File: src/rtl/bsp_pkg.sv
package bsp_pkg;

  localparam logic [1:0] CLS_PLAIN = 2'b00;
  localparam logic [1:0] CLS_CBR   = 2'b01;
  localparam logic [1:0] CLS_JMP   = 2'b10;
  localparam logic [1:0] CLS_END   = 2'b11;

  function automatic logic is_branch(input logic [1:0] c);
    return (c == CLS_CBR) || (c == CLS_JMP);
  endfunction

endpackage

File: src/rtl/bsp_fetch_ctl.sv
module bsp_fetch_ctl #(
  parameter int ADDR_W     = 8,
  parameter int START_ADDR = 0
) (
  input  logic              clk,
  input  logic              rst,
  input  logic [1:0]        imem_cls,
  input  logic              hold_req,
  input  logic              redirect_valid,
  input  logic [ADDR_W-1:0] redirect_addr,
  output logic              f_valid,
  output logic [ADDR_W-1:0] f_tag,
  output logic              halted
);
  import bsp_pkg::*;

  localparam logic [ADDR_W-1:0] START = ADDR_W'(START_ADDR);

  logic [ADDR_W-1:0] pc;
  logic              br_now;
  logic              end_now;

  assign br_now  = f_valid && is_branch(imem_cls);
  assign end_now = f_valid && (imem_cls == CLS_END);

  always_ff @(posedge clk) begin
    if (rst) begin
      f_valid <= 1'b0;
      f_tag   <= START;
      pc      <= START;
      halted  <= 1'b0;
    end else begin
      halted <= halted | end_now;
      if (redirect_valid) begin
        f_valid <= 1'b1;
        f_tag   <= redirect_addr;
        pc      <= redirect_addr + ADDR_W'(1);
      end else if (halted || end_now || br_now || hold_req) begin
        f_valid <= 1'b0;
      end else begin
        f_valid <= 1'b1;
        f_tag   <= pc;
        pc      <= pc + ADDR_W'(1);
      end
    end
  end

endmodule

File: src/rtl/bsp_branch_unit.sv
module bsp_branch_unit #(
  parameter int ADDR_W = 8
) (
  input  logic              ex_valid,
  input  logic [1:0]        ex_cls,
  input  logic [ADDR_W-1:0] ex_tag,
  input  logic [ADDR_W-1:0] ex_tgt,
  input  logic              ex_cond,
  output logic              redirect_valid,
  output logic [ADDR_W-1:0] redirect_addr
);
  import bsp_pkg::*;

  logic taken;

  always_comb begin
    taken          = (ex_cls == CLS_JMP) || ((ex_cls == CLS_CBR) && ex_cond);
    redirect_valid = ex_valid && is_branch(ex_cls);
    redirect_addr  = taken ? ex_tgt : (ex_tag + ADDR_W'(1));
  end

endmodule

File: src/rtl/bsp_stage_chain.sv
module bsp_stage_chain #(
  parameter int ADDR_W  = 8,
  parameter int NUM_STG = 5,
  parameter int EX_STG  = 3
) (
  input  logic                            clk,
  input  logic                            rst,
  input  logic                            f_valid,
  input  logic [ADDR_W-1:0]               f_tag,
  input  logic [1:0]                      f_cls,
  input  logic [ADDR_W-1:0]               f_tgt,
  output logic [NUM_STG-1:1]              valid_o,
  output logic [(NUM_STG-1)*ADDR_W-1:0]   tags_o,
  output logic                            ex_valid,
  output logic [1:0]                      ex_cls,
  output logic [ADDR_W-1:0]               ex_tag,
  output logic [ADDR_W-1:0]               ex_tgt,
  output logic                            branch_pending
);
  import bsp_pkg::*;

  logic [NUM_STG-1:1] v;
  logic [ADDR_W-1:0]  tag [1:NUM_STG-1];
  logic [1:0]         cls [1:NUM_STG-1];
  logic [ADDR_W-1:0]  tgt [1:NUM_STG-1];
  logic [NUM_STG-1:1] pend;

  always_ff @(posedge clk) begin
    if (rst) begin
      v[1]   <= 1'b0;
      tag[1] <= '0;
      cls[1] <= CLS_PLAIN;
      tgt[1] <= '0;
    end else begin
      v[1]   <= f_valid;
      tag[1] <= f_tag;
      cls[1] <= f_valid ? f_cls : CLS_PLAIN;
      tgt[1] <= f_tgt;
    end
  end

  for (genvar k = 2; k < NUM_STG; k++) begin : g_stage
    always_ff @(posedge clk) begin
      if (rst) begin
        v[k]   <= 1'b0;
        tag[k] <= '0;
        cls[k] <= CLS_PLAIN;
        tgt[k] <= '0;
      end else begin
        v[k]   <= v[k-1];
        tag[k] <= tag[k-1];
        cls[k] <= cls[k-1];
        tgt[k] <= tgt[k-1];
      end
    end
  end

  for (genvar k = 1; k < NUM_STG; k++) begin : g_out
    assign tags_o[(k-1)*ADDR_W +: ADDR_W] = tag[k];
    if (k < EX_STG) begin : g_pend
      assign pend[k] = v[k] && is_branch(cls[k]);
    end else begin : g_nopend
      assign pend[k] = 1'b0;
    end
  end

  assign valid_o        = v;
  assign branch_pending = |pend;
  assign ex_valid       = v[EX_STG];
  assign ex_cls         = cls[EX_STG];
  assign ex_tag         = tag[EX_STG];
  assign ex_tgt         = tgt[EX_STG];

endmodule

File: src/rtl/bsp_progress.sv
module bsp_progress #(
  parameter int CNT_W = 16
) (
  input  logic             clk,
  input  logic             rst,
  input  logic             halted,
  input  logic             any_valid,
  input  logic             wo_enter,
  output logic [CNT_W-1:0] retired_cnt,
  output logic [CNT_W-1:0] cycle_cnt,
  output logic             done
);

  always_ff @(posedge clk) begin
    if (rst) begin
      retired_cnt <= '0;
      cycle_cnt   <= '0;
      done        <= 1'b0;
    end else begin
      retired_cnt <= retired_cnt + CNT_W'(wo_enter);
      cycle_cnt   <= cycle_cnt + CNT_W'(!done);
      done        <= done | (halted && !any_valid);
    end
  end

endmodule

File: src/rtl/branch_stall_pipe.sv
module branch_stall_pipe #(
  parameter int ADDR_W     = 8,
  parameter int CNT_W      = 16,
  parameter int START_ADDR = 0,
  parameter int NUM_STG    = 5,
  parameter int EX_STG     = 3
) (
  input  logic                        clk,
  input  logic                        rst,
  output logic [ADDR_W-1:0]           imem_addr,
  input  logic [1:0]                  imem_cls,
  input  logic [ADDR_W-1:0]           imem_tgt,
  input  logic                        ex_cond,
  output logic [NUM_STG-1:0]          stg_valid,
  output logic [NUM_STG*ADDR_W-1:0]   stg_tag,
  output logic                        retire,
  output logic [ADDR_W-1:0]           retire_tag,
  output logic                        done,
  output logic [CNT_W-1:0]            retired_cnt,
  output logic [CNT_W-1:0]            cycle_cnt
);

  localparam int LAST = NUM_STG - 1;

  logic                          f_valid;
  logic [ADDR_W-1:0]             f_tag;
  logic                          halted;
  logic                          redirect_valid;
  logic [ADDR_W-1:0]             redirect_addr;
  logic [NUM_STG-1:1]            chain_v;
  logic [(NUM_STG-1)*ADDR_W-1:0] chain_tags;
  logic                          ex_valid;
  logic [1:0]                    ex_cls;
  logic [ADDR_W-1:0]             ex_tag;
  logic [ADDR_W-1:0]             ex_tgt;
  logic                          branch_pending;

  bsp_fetch_ctl #(.ADDR_W(ADDR_W), .START_ADDR(START_ADDR)) u_fetch (
    .clk            (clk),
    .rst            (rst),
    .imem_cls       (imem_cls),
    .hold_req       (branch_pending),
    .redirect_valid (redirect_valid),
    .redirect_addr  (redirect_addr),
    .f_valid        (f_valid),
    .f_tag          (f_tag),
    .halted         (halted)
  );

  bsp_stage_chain #(.ADDR_W(ADDR_W), .NUM_STG(NUM_STG), .EX_STG(EX_STG)) u_chain (
    .clk            (clk),
    .rst            (rst),
    .f_valid        (f_valid),
    .f_tag          (f_tag),
    .f_cls          (imem_cls),
    .f_tgt          (imem_tgt),
    .valid_o        (chain_v),
    .tags_o         (chain_tags),
    .ex_valid       (ex_valid),
    .ex_cls         (ex_cls),
    .ex_tag         (ex_tag),
    .ex_tgt         (ex_tgt),
    .branch_pending (branch_pending)
  );

  bsp_branch_unit #(.ADDR_W(ADDR_W)) u_branch (
    .ex_valid       (ex_valid),
    .ex_cls         (ex_cls),
    .ex_tag         (ex_tag),
    .ex_tgt         (ex_tgt),
    .ex_cond        (ex_cond),
    .redirect_valid (redirect_valid),
    .redirect_addr  (redirect_addr)
  );

  bsp_progress #(.CNT_W(CNT_W)) u_prog (
    .clk         (clk),
    .rst         (rst),
    .halted      (halted),
    .any_valid   (f_valid || (|chain_v)),
    .wo_enter    (chain_v[LAST-1]),
    .retired_cnt (retired_cnt),
    .cycle_cnt   (cycle_cnt),
    .done        (done)
  );

  assign imem_addr  = f_tag;
  assign stg_valid  = {chain_v, f_valid};
  assign stg_tag    = {chain_tags, f_tag};
  assign retire     = chain_v[LAST];
  assign retire_tag = chain_tags[(LAST-1)*ADDR_W +: ADDR_W];

endmodule

File: config.mk
export PLATFORM = sky130hd
export DESIGN_NAME = branch_stall_pipe
export DESIGN_NICKNAME = d
export VERILOG_FILES = /design/src/rtl/bsp_pkg.sv /design/src/rtl/bsp_fetch_ctl.sv /design/src/rtl/bsp_branch_unit.sv /design/src/rtl/bsp_stage_chain.sv /design/src/rtl/bsp_progress.sv /design/src/rtl/branch_stall_pipe.sv
export SDC_FILE = /design/constraint.sdc
export NUM_CORES = 1
export LEC_CHECK = 0
export CORE_MARGIN = 5
export CORE_UTILIZATION = 38
export CTS_CLUSTER_SIZE = 30
export DETAILED_ROUTE_END_ITERATION = 10
export DONT_BUFFER_PORTS = 1
export PLACE_DENSITY_LB_ADDON = 0.2
export SYNTH_ARGS = -nofsm -noshare
export SYNTH_HDL_FRONTEND = slang
export SYNTH_SLANG_ARGS = --single-unit
File: constraint.sdc
create_clock -name clk -period 2.7 [get_ports clk]
set_input_delay 0.27 -clock clk [delete_from_list [all_inputs] [get_ports clk]]
set_output_delay 0.27 -clock clk [all_outputs]
set_load 0.1 [all_outputs]
==> results.md, run 1 <==
* Outcome: finished, final reports clean
* Vias in the first global route at about 3,000
* F_max at 448.6 MHz
* Clk_lat worst skew at 0.40 ns
* Synth Register Bits at ~120
* Post-Synth XOR/XNOR Area at 6.670%
* Setup-failing EPs final at 0
* Port bufs at 0
* Mean routed wirelength per cell at 14.09 µm
* Post-layout min period at about 2.2 ns
* Synth warn at 0
* Area grow syn2layout at 25.98%
* Max cap viols at 0
* Die width at 118.4 µm
* Leak pwr at 2.307 nW
* Area contributors post-synth: dfxtp_1 (52%), nor2b_1 (9.2%), xor2_1 (4.5%), nor2_1 (4.3%), buf_4 (3.5%)
* Clk root buf: clkbuf_16
* RSZ-0062 raised after global routing: false
* Layout cell share with drive strength beyond 1 at 23.12%
* VDD IR-drop max at between 0.4 and 0.5 mV
* Most instantiated cells after synthesis: dfxtp_1 (117), nor2b_1 (66), nor2_1 (51), xor2_1 (23), buf_4 (21)
* Critical path capture point type: flip-flop
* Post-synth EDFFs at 0
* Num CTS Buffers at 17
* Die area at approximately 14,000 µm²
* Critical path class: flip-flop to flip-flop
* Synth Area in Compound Gates at under 10%
* Fin. Hold Viols at 0
* Worst path slowest cell: or4_1
* Simple-gate area share of the yosys netlist at 23.74%
* Crit path cell chain: inv_1 > ha_1 > and2b_4 > o21ai_0 > o21ai_2 > o211ai_1 > or4_1 > nand3_1
* Placement Setup Slack at around 0.5 ns
* Clock Pin Slew Worst Setup and Hold Paths at 0.05 ns
* Count leader, synth: dfxtp_1
* Syn avg cell area at 10.03 µm²
* CP max stage delay at 0.51 ns
* Cell Pwr Density at 831.5 nW/µm²
* CP Launch Type: flip-flop
* Largest family of logic cells by synthesized area: simple AND/OR/NAND/NOR gates
* Ports at roughly 110
* Starting Density at 38.93%
* GPL Wtd Cong at 0.8713
* Synth Area in Adders at 2.522%
* DRT antenna net count at 0
* Register area share after synthesis at 52.47%
* CTS tree: built
* Final Slew Violations at 0
* PnR worst setup slack at between 0.4 and 0.5 ns
* Setup tns final at 0 ns
* Antenna violations before repair at 0
* Pin count of the biggest net entering global routing at roughly 110
* Total Routing Usage GR at 13.35%
* CTS resizes at 0
* Post-synth top area share at 52.47%
* Worst slew pin tran at 1.025 ns
* Final-stage net count at 515
* Max FO, Critical Path at 8
* Min-delay worst type: primary input to flip-flop
* Gate Count Post-Synth at ~450
* First drt pass iteration count at 4
* Post-synth top flop: dfxtp_1
* Hpwl dp at 6.215 mm
* Post-synth design cell area at 4464 µm²
* Worst path required time at 3.04 ns
* DRC viols at 0
* First-pass GRT wire length at about 15 mm
* Syn_nets at 467
* DRT iter0 DRCs at 258
* Post-synthesis mux area share at just over 2%
* Relative slew slack at 31.82%
* CTS max path bufs at 2
* Vias at about 3,000
* Cts hold-fix bufs at 11
* Diodes inserted at 0
* # Post-CTS Setup Buffers at 0
* Fraction of registers with async set/reset at 0%
* Layout Utilization at between 40% and 50%
* DR vias/cell at 4.683
* Core Area at 11,470 µm²
* Clock sinks at 117
* GR Overflow Total at 0
* Worst EP arrival at 2.57 ns
* Post-DP Area at between 4000 and 5000 µm²
* H-tree levels at 4
* Post-synth top area cell: dfxtp_1
* Row cnt at 39
* Unique masters post-synth at 51
* Final period util at 82.57%
* Final Skew at 0.007775 ns
* Die Y at ~120 µm
* Post-Layout Inst Area at 5624 µm²
* DRT Wirelength at 9.147 mm
-- layout by cell type, fill, tap and decap left out, drive strengths merged, types with 2 or more instances in the layout --
master	n
inv	10
nor3	5
or3	2
nor4	2
dlygate4sd3	10
o21ai	9
mux2i	9
bufinv	5
buf	55
ha	9
a21oi	10
nor2b	66
dfxtp	117
xor2	23
nand3b	2
o21a	2
clkinv	2
nand4	13
nand2	18
a31o	2
and4	3
and2b	2
nand3	14
xnor2	11
nor2	51
a31oi	3
or2	2
and2	3
o211ai	2
and3	7
clkbuf	24
-- critical path, delay by kind of cell, from the launching register on --
kind / cells / cell delay [ns]
adders and majority gates: 1 / 0.30
DFF: 1 / 0.33
and+or+nand+nor: 3 / 0.91
AOI/OAI and AO/OA: 3 / 0.59
buffers and inverters: 1 / 0.05
-- power breakdown --
| part | leakage (nW) | internal [W] | total [W] | switching (W) |
|---|---|---|---|---|
| Clock | 0.326 | 0.00176 | 0.00249 | 0.000728 |
| Sequential | 0.958 | 0.00178 | 0.00183 | 0.0000567 |
| Combinational | 1.02 | 0.0000955 | 0.000359 | 0.000263 |
-- path summary, 6_finish.rpt --
path                                        start            endpoint  slack (ns)  depth (start not counted)
worst max-delay path            u_chain.cls[0][6]       u_fetch.pc[7]        0.47                          8
worst min-delay path                          rst       u_fetch.pc[4]        0.07                          2
worst max register to register  u_chain.cls[0][6]       u_fetch.pc[7]        0.47                          8
worst min register to register  u_chain.tgt[0][8]  u_chain.tgt[0][16]        0.43                          1
-- per-layer routing --
layer | up-vias | GRT usage, % | routed length, µm
li1 | 1552 | - | -
met5 | - | 0 | 0
met3 | 11 | 6.065 | 675
met1 | 1388 | 16.03 | 4092
met4 | 0 | 5.457 | 137
met2 | 88 | 20.82 | 4242
-- flip-flops by register name (all words and copies together) (netlist names) --
name and count:
u_fetch.halted 1, u_chain.tag 32, u_fetch.f_tag 8, u_chain.cls 6, u_prog.retired_cnt 16, u_prog.cycle_cnt 16, u_chain.tgt 24, u_chain.ex_valid 1
u_chain.valid_o 3, u_prog.done 1, u_fetch.pc 8, u_fetch.f_valid 1
-- logic make-up (layout without fill, tap and decap cells) --
kind of cell | Yosys count | in the layout
simple gates | 194 | 194
flops | 117 | 117
buf+inv | 46 | 107
compound gates | 36 | 36
xor+xnor | 34 | 34
fa+ha+maj | 9 | 9
mux | 9 | 9
-- layout make-up --
cell class | instances | area [µm²]
fillers | 1029 | 5843
flip-flops and latches | 117 | 2364
multi-input cells | 282 | 1842
repair buffers | 65 | 533.0
clock buffers | 24 | 501.7
well taps | 143 | 178.9
clock inverters | 8 | 167.7
inverters | 10 | 37.54
-- metrics by stage --
| stage | total power [W] | instances | hold WS (ns) |
|---|---|---|---|
| after floorplan | 0.002164 | 445 | 0.3917 |
| after global placement | 0.002189 | 606 | 0.3512 |
| after detailed placement | 0.002188 | 606 | 0.3501 |
| after CTS | 0.004739 | 649 | 0.04823 |
| after global routing | 0.004849 | 649 | 0.06816 |
| final | 0.004676 | 649 | 0.06829 |
Power figures use the tool's default switching activity.
==> run 2, diff against run 1 <==
- clock period: 2.7 -> 2 ns (I/O delays scaled with it)
==> results.md, run 2 (synthesis gave the netlist of run 1 again) <==
* Die area at 14,020 µm²
* Vias at between 3,000 and 4,000
* Min-delay worst type: primary input to flip-flop
* Net Sw Frac at 23.44%
* Starting Density at 38.93%
* Clk root buf: clkbuf_16
* Sequential share of power at 39.5%
* Final Hold Slack at 0.04172 ns
* PnR worst setup slack at -0.03991 ns
* Multi-input logic area at roughly 1900 µm²
* FF/Latch Area at 2412 µm²
* Max FO, Critical Path at 7
* GR Overflow Total at 0
* First-pass GRT wire length at 16.25 mm
* Most frequent cells in the layout: buf_4 (99), dfxtp_1 (73), nor2b_1 (66), nor2_1 (51), dfxtp_2 (38)
* DRT antenna net count at 0
* Clk_lat worst skew at 0.41 ns
* CTS max path bufs at 2
* Relative slew slack at 60.35%
* H-tree levels at 4
* Diodes inserted at 0
* Vias in the first global route at 3,242
* Worst slew pin tran at 0.5948 ns
* Pin count of the biggest net entering global routing at 96
* Post-Layout Inst Area at roughly 6300 µm²
* Hpwl dp at ~6.5 mm
* Row cnt at 39
* Final period util at 102.0%
* Final Skew at 0.006543 ns
* Fin. Hold Viols at 0
* Top flop regs: u_chain.tag x32, u_chain.tgt x24
* Largest Register: u_chain.tag
* Critical path class: flip-flop to flip-flop
* Layout cell share with drive strength beyond 1 at between 30% and 40%
* Area grow syn2layout at 41.93%
* First drt pass iteration count at 4
* Sw Pwr at about 0.0014 W
* Post-DP Area at 5338 µm²
* RSZ-0062 raised after global routing: true
* VDD IR-drop max at 0.7568 mV
* Die Y at 118.4 µm
* GPL Wtd Cong at 0.8408
* F_max at a little under 500 MHz
* Worst EP arrival at around 2.3 ns
* Critical path capture point type: flip-flop
* Outcome: finished with violations
* Failing checks: negative setup slack
* Setup-failing EPs final at 4
* Cell Pwr Density at 976.0 nW/µm²
* DRC viols at 0
* Fill cell count at 1,009
* Clock power share at 51.1%
* DRT Wirelength at 9.816 mm
* Logic gate share of total power at a little under a tenth
* DR vias/cell at 4.677
* Max cap viols at 0
* Worst path required time at 2.30 ns
* CP Launch Type: flip-flop
* Num CTS Buffers at 17
* Mean routed wirelength per cell at 13.77 µm
* Total Routing Usage GR at 14.42%
* DRT iter0 DRCs at ~170
* Core Area at 11,470 µm²
* Ports at around 110
* Antenna violations before repair at 0
* Die width at 118.4 µm
* Port bufs at 0
* Max FFs per register at 32
* Leak pwr at 2.687 nW
* Clock sinks at approximately 120
* Final-stage net count at 579
* Clock Pin Slew Worst Setup and Hold Paths at around 0.050 ns
* Internal Pwr Total at about 0.0047 W
* Commonest non-fill, non-tap cell in the layout: buf_4
* Final Slew Violations at 0
* Post-layout min period at 2.040 ns
* CTS tree: built
==> run 2: metal layers <==
layer / wire length (µm) / part of all wire, % / global-route usage [%]
met5: 0 / 0 / 0
met4: 190 / 1.9 / 6.591
met3: 679 / 6.9 / 5.826
met1: 4232 / 43 / 17.53
met2: 4713 / 48 / 22.40
==> run 2: repair_timing <==
action | in CTS | in global routing
resized for setup | 11 | 10
endpoints found under the hold margin | 115 | 0
pin swaps | 9 | 5
hold buffers | 21 | 0
setup endpoints to repair | 5 | 7
cloned | 0 | 0
buffers inserted | 5 | 2
==> run 2: area by class of cell <==
type / count / share of cell area, %
Sequential cell: 117 / 38.07
Multi-Input combinational cell: 282 / 30.53
Timing Repair Buffer: 129 / 18.03
Clock buffer: 24 / 8.096
Tap cell: 143 / 2.824
Clock inverter: 8 / 1.856
Inverter: 10 / 0.5924
==> run 2: critical path: stages, from the launching register on <==
cell and delay, ns:
dfxtp_2 0.36, inv_2 0.05, ha_4 0.21, and2b_4 0.29, nand3_1 0.13, o311ai_4 0.14
nand3_2 0.14, or3b_1 0.40, a32o_1 0.22
==> run 2: per-stage QoR <==
stage	cells	power, W	utilization [%]	TNS (ns)	setup slack (ns)
after detailed placement	653	0.002995	46.55	-0.2716	-0.09403
after global routing	713	0.006421	55.25	-0.5993	-0.1410
after global placement	653	0.002991	46.55	-0.04718	-0.02478
after CTS	711	0.006247	54.75	0	0.005780
final	713	0.006184	55.25	-0.1164	-0.03991
after floorplan	445	0.002919	-	-0.1478	-0.1224
==> run 2: path summary, 6_finish.rpt <==
kind                            from                  to  slack, ns  depth (start not counted)
setup reg to reg   u_chain.cls[0][6]       u_fetch.pc[5]      -0.04                          8
hold reg to reg   u_chain.tgt[0][18]  u_chain.tgt[0][26]       0.43                          1
hold / removal                   rst       u_fetch.pc[4]       0.04                          2
setup / recovery   u_chain.cls[0][6]       u_fetch.pc[5]      -0.04                          8
==> run 2: power by group through the flow <==
stage / logic [W] / clock network (W) / registers (W)
4_1_cts: 0.000575 / 0.00323 / 0.00244
3_5_place_dp: 0.000503 / 0 / 0.00249
3_3_place_gp: 0.000501 / 0 / 0.00249
2_1_floorplan: 0.000273 / 0 / 0.00265
6_report: 0.000579 / 0.00316 / 0.00244
5_1_grt: 0.000613 / 0.00336 / 0.00245
==> run 3, diff against run 2 <==
- CAP_MARGIN: unset -> 40
==> results of run 3 <==
No change in the layout: final DEF, timing and power equal those of run 2.
